==> src/rtl/usb_oep_pkg.sv <==
package usb_oep_pkg;

  typedef enum logic [1:0] {
    EP_CTRL = 2'd0,
    EP_ISO  = 2'd1,
    EP_BULK = 2'd2,
    EP_INTR = 2'd3
  } ep_kind_t;

  typedef enum logic [1:0] {
    HS_NONE  = 2'd0,
    HS_ACK   = 2'd1,
    HS_NAK   = 2'd2,
    HS_STALL = 2'd3
  } hs_t;

  // Command/status word bit positions
  localparam int B_ENA     = 0;
  localparam int B_DIS     = 1;
  localparam int B_NAKSET  = 2;
  localparam int B_NAKCLR  = 3;
  localparam int B_STALL   = 4;
  localparam int B_PID0    = 5;
  localparam int B_PID1    = 6;
  localparam int B_NAKST   = 7;
  localparam int B_KIND    = 8;
  localparam int KIND_W    = 2;
  localparam int B_PIDST   = 10;
  localparam int FIELD_TOP = 10;

  typedef struct packed {
    logic     wr;
    logic     ena_set;
    logic     dis_set;
    logic     nak_set;
    logic     nak_clr;
    logic     pid0_set;
    logic     pid1_set;
    logic     stall_val;
    ep_kind_t kind;
  } sw_cmd_t;

  typedef struct packed {
    logic     ena;
    logic     dis;
    logic     nak;
    logic     stall;
    logic     pid;
    ep_kind_t kind;
  } ep_state_t;

  function automatic logic kind_stallable(ep_kind_t k);
    return (k == EP_BULK) || (k == EP_INTR);
  endfunction

endpackage

==> src/rtl/oep_reg_if.sv <==
module oep_reg_if
  import usb_oep_pkg::*;
#(
  parameter int REG_W = 16
) (
  input  logic             wr_en,
  input  logic [REG_W-1:0] wdata,
  input  ep_state_t        st,
  output sw_cmd_t          cmd,
  output logic [REG_W-1:0] rdata
);

  localparam int SPARE_W = REG_W - FIELD_TOP - 1;

  always_comb begin
    cmd.wr        = wr_en;
    cmd.ena_set   = wr_en & wdata[B_ENA];
    cmd.dis_set   = wr_en & wdata[B_DIS];
    cmd.nak_set   = wr_en & wdata[B_NAKSET];
    cmd.nak_clr   = wr_en & wdata[B_NAKCLR];
    cmd.pid0_set  = wr_en & wdata[B_PID0];
    cmd.pid1_set  = wr_en & wdata[B_PID1];
    cmd.kind      = ep_kind_t'(wdata[B_KIND +: KIND_W]);
    cmd.stall_val = wdata[B_STALL] & kind_stallable(cmd.kind);
  end

  // Status bits and read-only fields are not write sources
  logic unused_wbits;
  generate
    if (SPARE_W > 0) begin : g_spare
      assign unused_wbits = ^{wdata[B_NAKST], wdata[B_PIDST], wdata[REG_W-1:FIELD_TOP+1]};
    end else begin : g_nospare
      assign unused_wbits = ^{wdata[B_NAKST], wdata[B_PIDST]};
    end
  endgenerate

  always_comb begin
    rdata                    = '0;
    rdata[B_ENA]             = st.ena;
    rdata[B_DIS]             = st.dis;
    rdata[B_STALL]           = st.stall;
    rdata[B_NAKST]           = st.nak;
    rdata[B_KIND +: KIND_W]  = st.kind;
    rdata[B_PIDST]           = st.pid;
  end

  // command bits never read back
  always_comb begin
    assert_cmd_bits_zero_R4: assert (rdata[B_NAKSET] == 1'b0 && rdata[B_NAKCLR] == 1'b0 &&
                                     rdata[B_PID0] == 1'b0 && rdata[B_PID1] == 1'b0);
  end

endmodule

==> src/rtl/oep_hs_sel.sv <==
module oep_hs_sel
  import usb_oep_pkg::*;
(
  input  logic      clk,
  input  logic      rst_n,
  input  ep_state_t st,
  input  logic      glb_out_nak,
  output hs_t       hs
);

  logic nak_any;

  always_comb begin
    nak_any = st.nak | glb_out_nak | ~st.ena;
    if (st.kind == EP_ISO)      hs = HS_NONE;
    else if (st.stall)          hs = HS_STALL;
    else if (nak_any)           hs = HS_NAK;
    else                        hs = HS_ACK;
  end

  assert_stall_wins_R6: assert property (@(posedge clk) disable iff (!rst_n)
    st.stall |-> hs == HS_STALL);

  assert_iso_silent_R7: assert property (@(posedge clk) disable iff (!rst_n)
    (st.kind == EP_ISO) |-> hs == HS_NONE);

  assert_ack_needs_ready_R7: assert property (@(posedge clk) disable iff (!rst_n)
    (hs == HS_ACK) |-> (st.ena && !st.nak && !glb_out_nak));

endmodule

==> src/rtl/oep_state.sv <==
module oep_state
  import usb_oep_pkg::*;
(
  input  logic      clk,
  input  logic      rst_n,
  input  sw_cmd_t   cmd,
  input  logic      ev_setup,
  input  logic      ev_xfer_done,
  input  logic      ev_dis_done,
  input  logic      ev_data_ok,
  input  logic      pkt_pid,
  input  hs_t       hs,
  output ep_state_t st,
  output logic      irq_setup,
  output logic      irq_xfer_done,
  output logic      irq_ep_dis,
  output logic      data_keep
);

  ep_state_t st_q, st_n;
  logic      irq_s_q, irq_x_q, irq_d_q;
  logic      ev_clr, pid_match, pid_toggle, st_en, irq_en;

  always_comb begin
    ev_clr     = ev_setup | ev_xfer_done | ev_dis_done;
    pid_match  = (pkt_pid == st_q.pid);
    if (st_q.kind == EP_ISO) begin
      data_keep  = ev_data_ok & st_q.ena;
      pid_toggle = 1'b0;
    end else begin
      data_keep  = ev_data_ok & (hs == HS_ACK) & pid_match;
      pid_toggle = data_keep;
    end
  end

  always_comb begin
    st_n = st_q;
    // enable: hardware clear outranks software set
    if (ev_clr)              st_n.ena = 1'b0;
    else if (cmd.ena_set)    st_n.ena = 1'b1;
    // disable request
    if (ev_dis_done)                           st_n.dis = 1'b0;
    else if (cmd.dis_set && st_q.ena && !ev_clr) st_n.dis = 1'b1;
    // NAK: any set source outranks clear
    if (ev_setup || ev_xfer_done || cmd.nak_set) st_n.nak = 1'b1;
    else if (cmd.nak_clr)                        st_n.nak = 1'b0;
    // read/write fields
    if (cmd.wr) begin
      st_n.kind  = cmd.kind;
      st_n.stall = cmd.stall_val;
    end
    // PID / parity
    if (cmd.pid0_set)        st_n.pid = 1'b0;
    else if (cmd.pid1_set)   st_n.pid = 1'b1;
    else if (pid_toggle)     st_n.pid = ~st_q.pid;
  end

  assign st_en  = cmd.wr | ev_clr | pid_toggle;
  assign irq_en = ev_clr | irq_s_q | irq_x_q | irq_d_q;

  always_ff @(posedge clk or negedge rst_n) begin
    if (!rst_n) begin
      st_q <= '{ena: 1'b0, dis: 1'b0, nak: 1'b0, stall: 1'b0, pid: 1'b0, kind: EP_CTRL};
    end else if (st_en) begin
      st_q <= st_n;
    end
  end

  always_ff @(posedge clk or negedge rst_n) begin
    if (!rst_n) begin
      irq_s_q <= 1'b0;
      irq_x_q <= 1'b0;
      irq_d_q <= 1'b0;
    end else if (irq_en) begin
      irq_s_q <= ev_setup;
      irq_x_q <= ev_xfer_done;
      irq_d_q <= ev_dis_done;
    end
  end

  assign st            = st_q;
  assign irq_setup     = irq_s_q;
  assign irq_xfer_done = irq_x_q;
  assign irq_ep_dis    = irq_d_q;

  assert_irq_after_ena_clear_R2: assert property (@(posedge clk) disable iff (!rst_n)
    (irq_setup || irq_xfer_done || irq_ep_dis) |-> !st_q.ena);

  assert_dis_clear_before_irq_R3: assert property (@(posedge clk) disable iff (!rst_n)
    irq_ep_dis |-> !st_q.dis);

  assert_dis_only_when_ena_R3: assert property (@(posedge clk) disable iff (!rst_n)
    $rose(st_q.dis) |-> $past(st_q.ena));

  assert_event_sets_nak_R5: assert property (@(posedge clk) disable iff (!rst_n)
    (ev_setup || ev_xfer_done) |=> st_q.nak);

  assert_stall_kind_R6: assert property (@(posedge clk) disable iff (!rst_n)
    st_q.stall |-> kind_stallable(st_q.kind));

  assert_pid_toggle_R10: assert property (@(posedge clk) disable iff (!rst_n)
    (ev_data_ok && hs == HS_ACK && pid_match && !cmd.pid0_set && !cmd.pid1_set)
      |=> st_q.pid != $past(st_q.pid));

  assert_iso_parity_hold_R9: assert property (@(posedge clk) disable iff (!rst_n)
    (st_q.kind == EP_ISO && !cmd.wr) |=> $stable(st_q.pid));

endmodule

==> src/rtl/usb_oep_ctrl.sv <==
module usb_oep_ctrl
  import usb_oep_pkg::*;
#(
  parameter int REG_W = 16
) (
  input  logic             clk,
  input  logic             rst_n,
  input  logic             cfg_wr,
  input  logic [REG_W-1:0] cfg_wdata,
  output logic [REG_W-1:0] cfg_rdata,
  input  logic             glb_out_nak,
  input  logic             ev_setup,
  input  logic             ev_xfer_done,
  input  logic             ev_dis_done,
  input  logic             ev_data_ok,
  input  logic             pkt_pid,
  output logic             ep_enabled,
  output logic             ep_dis_pending,
  output logic             ep_nak,
  output logic             ep_stall,
  output logic             ep_pid,
  output logic [1:0]       hs_sel,
  output logic             data_keep,
  output logic             irq_setup,
  output logic             irq_xfer_done,
  output logic             irq_ep_dis
);

  sw_cmd_t   cmd;
  ep_state_t st;
  hs_t       hs;

  oep_reg_if #(.REG_W(REG_W)) u_regs (
    .wr_en (cfg_wr),
    .wdata (cfg_wdata),
    .st    (st),
    .cmd   (cmd),
    .rdata (cfg_rdata)
  );

  oep_state u_state (
    .clk           (clk),
    .rst_n         (rst_n),
    .cmd           (cmd),
    .ev_setup      (ev_setup),
    .ev_xfer_done  (ev_xfer_done),
    .ev_dis_done   (ev_dis_done),
    .ev_data_ok    (ev_data_ok),
    .pkt_pid       (pkt_pid),
    .hs            (hs),
    .st            (st),
    .irq_setup     (irq_setup),
    .irq_xfer_done (irq_xfer_done),
    .irq_ep_dis    (irq_ep_dis),
    .data_keep     (data_keep)
  );

  oep_hs_sel u_hs (
    .clk         (clk),
    .rst_n       (rst_n),
    .st          (st),
    .glb_out_nak (glb_out_nak),
    .hs          (hs)
  );

  assign hs_sel         = hs;
  assign ep_enabled     = st.ena;
  assign ep_dis_pending = st.dis;
  assign ep_nak         = st.nak;
  assign ep_stall       = st.stall;
  assign ep_pid         = st.pid;

endmodule

==> config.mk <==
export PLATFORM = sky130hd
export DESIGN_NAME = usb_oep_ctrl
export DESIGN_NICKNAME = d
export VERILOG_FILES = /design/src/rtl/usb_oep_pkg.sv /design/src/rtl/oep_reg_if.sv /design/src/rtl/oep_hs_sel.sv /design/src/rtl/oep_state.sv /design/src/rtl/usb_oep_ctrl.sv
export SDC_FILE = /design/constraint.sdc
export NUM_CORES = 1
export LEC_CHECK = 0
export BUFFER_PORTS_ARGS = -buffer_cell sky130_fd_sc_hd__buf_2
export CAP_MARGIN = 0
export CORE_UTILIZATION = 35
export CTS_CLUSTER_SIZE = 24
export DETAILED_ROUTE_END_ITERATION = 6
export PLACE_DENSITY_LB_ADDON = 0.1
export SETUP_SLACK_MARGIN = 0.4
export SLEW_MARGIN = 20
export SYNTH_ARGS = -nofsm -noshare
export SYNTH_HDL_FRONTEND = slang
export SYNTH_SLANG_ARGS = --single-unit
==> constraint.sdc <==
create_clock -name clk -period 1.7 [get_ports clk]
set_input_delay 0.51 -clock clk [delete_from_list [all_inputs] [get_ports clk]]
set_output_delay 0.51 -clock clk [all_outputs]
set_load 0.05 [all_outputs]
==> results of run 1 <==
-- per-stage QoR --
step / instances / area, sq um / utilization, % / setup TNS [ns] / hold slack (ns)
after detailed placement: 100 / 739.5 / 53.48 / -0.6447 / 0.3788
after floorplan: 63 / 633.1 / - / -0.2231 / 0.2144
final: 111 / 1013 / 73.30 / -0.5792 / 0.09031
after CTS: 108 / 979.7 / 70.86 / -0.5749 / 0.08941
after global routing: 111 / 1013 / 73.30 / -0.8394 / 0.1013
after global placement: 100 / 739.5 / 53.48 / -0.6118 / 0.3822
-- flip-flops by register name, summed over array words and instances, names as in the netlist --
| register | count |
|---|---|
| u_state.st | 7 |
| u_state.irq_ep_dis | 1 |
| u_state.irq_setup | 1 |
| u_state.irq_xfer_done | 1 |
-- where the power goes --
| group | switching, mW | internal (mW) | leakage [nW] |
|---|---|---|---|
| Sequential | 0.0192 | 0.254 | 0.112 |
| Combinational | 0.183 | 0.112 | 0.360 |
| Clock | 0.0761 | 0.0904 | 0.0150 |
-- layer usage --
layer	track usage, %	routed length [microns]
met1	17.58	490
met2	27.19	704
met3	2.609	96
met4	7.742	0
met5	0	0
-- cells by family (layout without fill, tap and decap cells) --
family	count (synthesis)	in the layout	share of synthesized area, %
buffers and inverters	19	52	22.57
AND/OR/NAND/NOR	16	16	17.83
flip-flops	10	10	45.15
AO/OA/AOI/OAI	5	5	6.545
XOR/XNOR	2	2	3.161
multiplexers	2	2	4.063
other	1	9	0.6766
-- worst max-delay path: stages (launching register included) --
cell and delay, ns:
dfrtp_2 0.42, nor4b_4 0.28, nand4b_1 0.22, nand2_4 0.11, buf_8 0.14
-- final cells by class --
cell class              count  area, sq um  share of cell area (%)
repair buffers             47        452.9                   44.69
flip-flops and latches     10        259.0                   25.56
multi-input cells          34        252.7                   24.94
clock buffers               4        26.28                   2.593
well taps                  15        18.77                   1.852
inverters                   1        3.754                  0.3704
-- synthesized netlist by cell type --
cell type / number / share of area, %
or3b_1: 1 / 1.6
xor2_1: 1 / 1.6
o21ai_1: 1 / 0.90
inv_1: 1 / 0.68
nand3_1: 3 / 2.7
nor2_1: 3 / 2.0
nand4b_1: 1 / 1.6
nor2b_1: 1 / 1.1
clkbuf_1: 3 / 2.0
conb_1: 1 / 0.68
a41oi_1: 1 / 1.6
nor4b_4: 1 / 4.3
nand2_1: 5 / 3.4
buf_4: 14 / 19
xnor2_1: 1 / 1.6
nor4_1: 1 / 1.1
a22oi_2: 1 / 2.3
dfrtp_1: 10 / 45
mux2_1: 2 / 4.1
buf_2: 1 / 0.90
a21oi_1: 2 / 1.8
-- worst paths after layout --
kind                       depth (start not counted)                    end     startpoint  slack (ns)
setup reg to reg                                   7          u_state.st[2]  u_state.st[3]        0.04
hold reg to reg                                    1          u_state.st[0]  u_state.st[0]        0.55
max in group asynchronous                          1          u_state.st[2]          rst_n        1.40
setup / recovery                                   4              data_keep  u_state.st[3]       -0.24
min in group clk                                   1  u_state.irq_xfer_done   ev_xfer_done        0.39
hold / removal                                     1  u_state.irq_xfer_done          rst_n        0.09
-- what timing repair did --
item,4_1_cts,5_1_grt
resized for setup,54,3
pin swaps,5,1
endpoints found under the setup margin,19,19
buffers inserted,4,3
==> metrics, run 1 <==
DR vias/cell 4.514; initial antenna violation count 0; CTS sink count 10; failing checks negative setup slack; Pre-Repair DR Iteration Count 2; largest net degree at the start of global routing 11; Syn Std Cell Area 554.3 sq um; share of cells above drive strength 1 67.71%; maximum fanout along the worst path 2; post-synth cell types 21; Final HPWL DP 868.5 microns; final global-route overflow total 0; unrepaired setup endpoints after global routing true; die area 1747 sq um; Final Max Slew Viols 0; Clock Latency Late Sink 0.26 ns; fillers 109; Syn Inst Count 55; Initial DRC Count 1; Post-Synthesis Mean Instance Area 10.08 sq um; Tightest Hold Check Type input port to asynchronous set/reset pin; antenna-violating nets left 0; count of final setup violators 3; clock-pin transition on the worst setup and hold timing paths 0.07 ns; worst slack, placed -0.3124 ns; WP data arrival 1.43 ns; I/O pin cnt 52; vias in the first global route 507; Max clock buf depth 2; endpoints failing hold 0; kind of start point of the critical path flop; PortBufs 35; die width 41.80 microns; CTS Hold Bufs 0; CTS buffer count 3; H-Tree Depth 1; Synth-to-Final Area Change 82.84%; final net count 122; via count 501; ANT cells 0; Final Cycle Share 114.2%; GP Congestion 0.7441; WL/cell 11.63 microns; die height 41.80 microns; Pwr per Cell Area 725.0 nW/um^2; Peak supply drop 0.0005395 V; sequential share of the synthesized area 45.15%; row count 13; static leakage 0.4870 nW; GR Util All Layers 15.38%; first-pass GRT wire length 2083 microns; CP required 1.19 ns; crit path time final 1.942 ns; Fmax 515.0 MHz; run status finished with violations; Routed WL 1291 microns; most frequent cells in the layout buf_2, buf_8, buf_6, conb_1, dfrtp_2; initial core utilization 40.09%; Clock Tree Root clkbuf_4; Core Area 1383 sq um; Yosys warnings 0; total power 0.7348 mW; synthesized flop and latch total 10; Max Cap Violations 0; CP endpoint kind output port; Residual DRC 0; setup ws final -0.2417 ns; WS Path Type flop to output port; CTS tree built; commonest non-fill, non-tap cell in the layout buf_2; final worst clock skew 0.006974 ns
Power figures use the tool's default switching activity.
==> run 2, diff against run 1 <==
--- a/config.mk
+++ b/config.mk
@@ -10,3 +10,3 @@
 export CORE_UTILIZATION = 35
-export CTS_CLUSTER_SIZE = 24
+export CTS_CLUSTER_SIZE = 12
 export DETAILED_ROUTE_END_ITERATION = 6
==> constraint.sdc (replaced) <==
create_clock -name clk -period 1.7 [get_ports clk]
set_input_delay 0.255 -clock clk [delete_from_list [all_inputs] [get_ports clk]]
set_output_delay 0.255 -clock clk [all_outputs]
set_load 0.05 [all_outputs]
==> metrics, run 2 (synthesis gave the netlist of run 1 again) <==
first-pass GRT wire length 1800 microns (was 2083 microns); final net count 117 (was 122); Peak supply drop 0.0003632 V (was 0.0005395 V); Max Cap Violations 0 (unchanged); CTS sink count 10 (unchanged); count of final setup violators 0 (was 3); largest net degree at the start of global routing 11 (unchanged); via count 471 (was 501); unrepaired setup endpoints after global routing true (unchanged); Finished Cell Area 839.6 sq um (was 1013 sq um); multi-input logic area 247.7 sq um (was 252.7 sq um); row count 13 (unchanged); met2 WL 562 microns (was 704 microns); DR vias/cell 4.443 (was 4.514); static leakage 0.4266 nW (was 0.4870 nW); share of cells above drive strength 1 63.74% (was 67.71%); dpl cells 95 (was 100); maximum fanout along the worst path 4 (was 2); GR Util All Layers 13.34% (was 15.38%); endpoints failing hold 0 (unchanged); die area 1747 sq um (unchanged); final global-route overflow total 0 (unchanged); Sequential Area 256.5 sq um (was 259.0 sq um); initial antenna violation count 0 (unchanged); WS Path Type flop to output port (unchanged); vias in the first global route 432 (was 507); commonest non-fill, non-tap cell in the layout buf_2 (unchanged); Pwr per Cell Area 852.5 nW/um^2 (was 725.0 nW/um^2); CP required 1.44 ns (was 1.19 ns); Final HPWL DP 840.2 microns (was 868.5 microns); Max clock buf depth 2 (unchanged); GP Congestion 0.6270 (was 0.7441); ANT cells 0 (unchanged); kind of start point of the critical path flop (unchanged); Initial DRC Count 6 (was 1); Residual DRC 0 (unchanged); met3 WL 98 microns (was 96 microns); H-Tree Depth 1 (unchanged); Synth-to-Final Area Change 51.47% (was 82.84%); Largest register FFs 7 (unchanged); Core Area 1383 sq um (unchanged); WP data arrival 1.42 ns (was 1.43 ns); most frequent cells in the layout buf_2, conb_1, buf_6, dfrtp_1, dfrtp_2 (was buf_2, buf_8, buf_6, conb_1, dfrtp_2); Fmax 596.8 MHz (was 515.0 MHz); Routed WL 1115 microns (was 1291 microns); Clock Latency Late Sink 0.26 ns (about the same); CTS buffer count 3 (unchanged); clock-pin transition on the worst setup and hold timing paths 0.07 ns (about the same); final worst clock skew 0.003464 ns (was 0.006974 ns); Clock Tree Root clkbuf_4 (unchanged); PortBufs 35 (unchanged); run status finished, final reports clean (was finished with violations); Final Max Slew Viols 0 (unchanged); die width 41.80 microns (unchanged); CTS tree built (unchanged); fillers 130 (was 109); Placement Cell Area 689.4 sq um (was 739.5 sq um); die height 41.80 microns (unchanged); Hold Slack 0.1280 ns (was 0.09031 ns); initial core utilization 40.09% (unchanged); Tightest Hold Check Type input port to flop (was input port to asynchronous set/reset pin); CP endpoint kind output port (unchanged); non-filler cells, final 106 (was 111); I/O pin cnt 52 (unchanged); fin util 60.72% (was 73.30%); WL/cell 10.52 microns (was 11.63 microns); Pre-Repair DR Iteration Count 3 (was 2); Final Cycle Share 98.56% (was 114.2%); antenna-violating nets left 0 (unchanged); Top Metal Used met3 (unchanged); DRT met1 WL 455 microns (was 490 microns); crit path time final 1.676 ns (was 1.942 ns)
[run 2: changes by cell type in the layout (fill, tap and decap cells not counted), sizes merged]
| cell | change |
|---|---|
| dlygate4sd3 | +1 |
| buf | -6 |
[run 2: path summary, 6_finish.rpt]
| check | start | end | slack [ns] | depth (start not counted) |
|---|---|---|---|---|
| setup reg to reg | u_state.st[4] | u_state.st[2] | 0.07 | 7 |
| hold reg to reg | u_state.st[0] | u_state.st[0] | 0.51 | 1 |
| min in group asynchronous | rst_n | u_state.st[2] | 0.38 | 2 |
| setup / recovery | u_state.st[4] | data_keep | 0.02 | 4 |
| hold / removal | ev_setup | u_state.irq_setup | 0.13 | 1 |
| max in group asynchronous | rst_n | u_state.st[4] | 1.12 | 2 |
[run 2: power breakdown]
part / total [mW] / internal, mW / leakage (nW) / switching [mW]
combinational: 0.239 / 0.0631 / 0.291 / 0.176
sequential: 0.267 / 0.253 / 0.115 / 0.0133
clock: 0.210 / 0.130 / 0.0210 / 0.0803
[run 2: what timing repair did]
action                                  in CTS  in global routing
hold endpoints to repair                    10                  0
resized for setup                           11                  6
hold buffers                                 1                  0
pin swaps                                    4                  2
setup buffers                                4                  2
endpoints found under the setup margin       4                  6
[run 2: final cells by class]
class | instances | area share (%)
Sequential cell | 10 | 30.55
Tap cell | 15 | 2.235
Clock buffer | 4 | 4.322
Timing Repair Buffer | 42 | 32.94
Multi-Input combinational cell | 34 | 29.51
Inverter | 1 | 0.4471
[run 2: worst max-delay path, stage by stage (launching register included)]
cell	delay [ns]
dfrtp_2	0.44
nor4b_4	0.27
nand4b_1	0.21
nand2_4	0.11
buf_8	0.14
[run 2: stage by stage]
| step | setup TNS, ns | setup slack [ns] | power [mW] |
|---|---|---|---|
| 2_1_floorplan | 0 | 0.1434 | 0.4629 |
| 3_3_place_gp | 0 | 0.1337 | 0.4911 |
| 3_5_place_dp | 0 | 0.1179 | 0.4926 |
| 4_1_cts | -0.003484 | -0.003484 | 0.7176 |
| 5_1_grt | -0.1008 | -0.07522 | 0.7529 |
| 6_report | 0 | 0.02441 | 0.7157 |
[run 2: per-layer routing]
metal / up-vias / track usage, %
met5: - / 0
met2: 29 / 21.88
met4: 0 / 3.871
met3: 0 / 3.913
met1: 216 / 16.89
li1: 226 / -
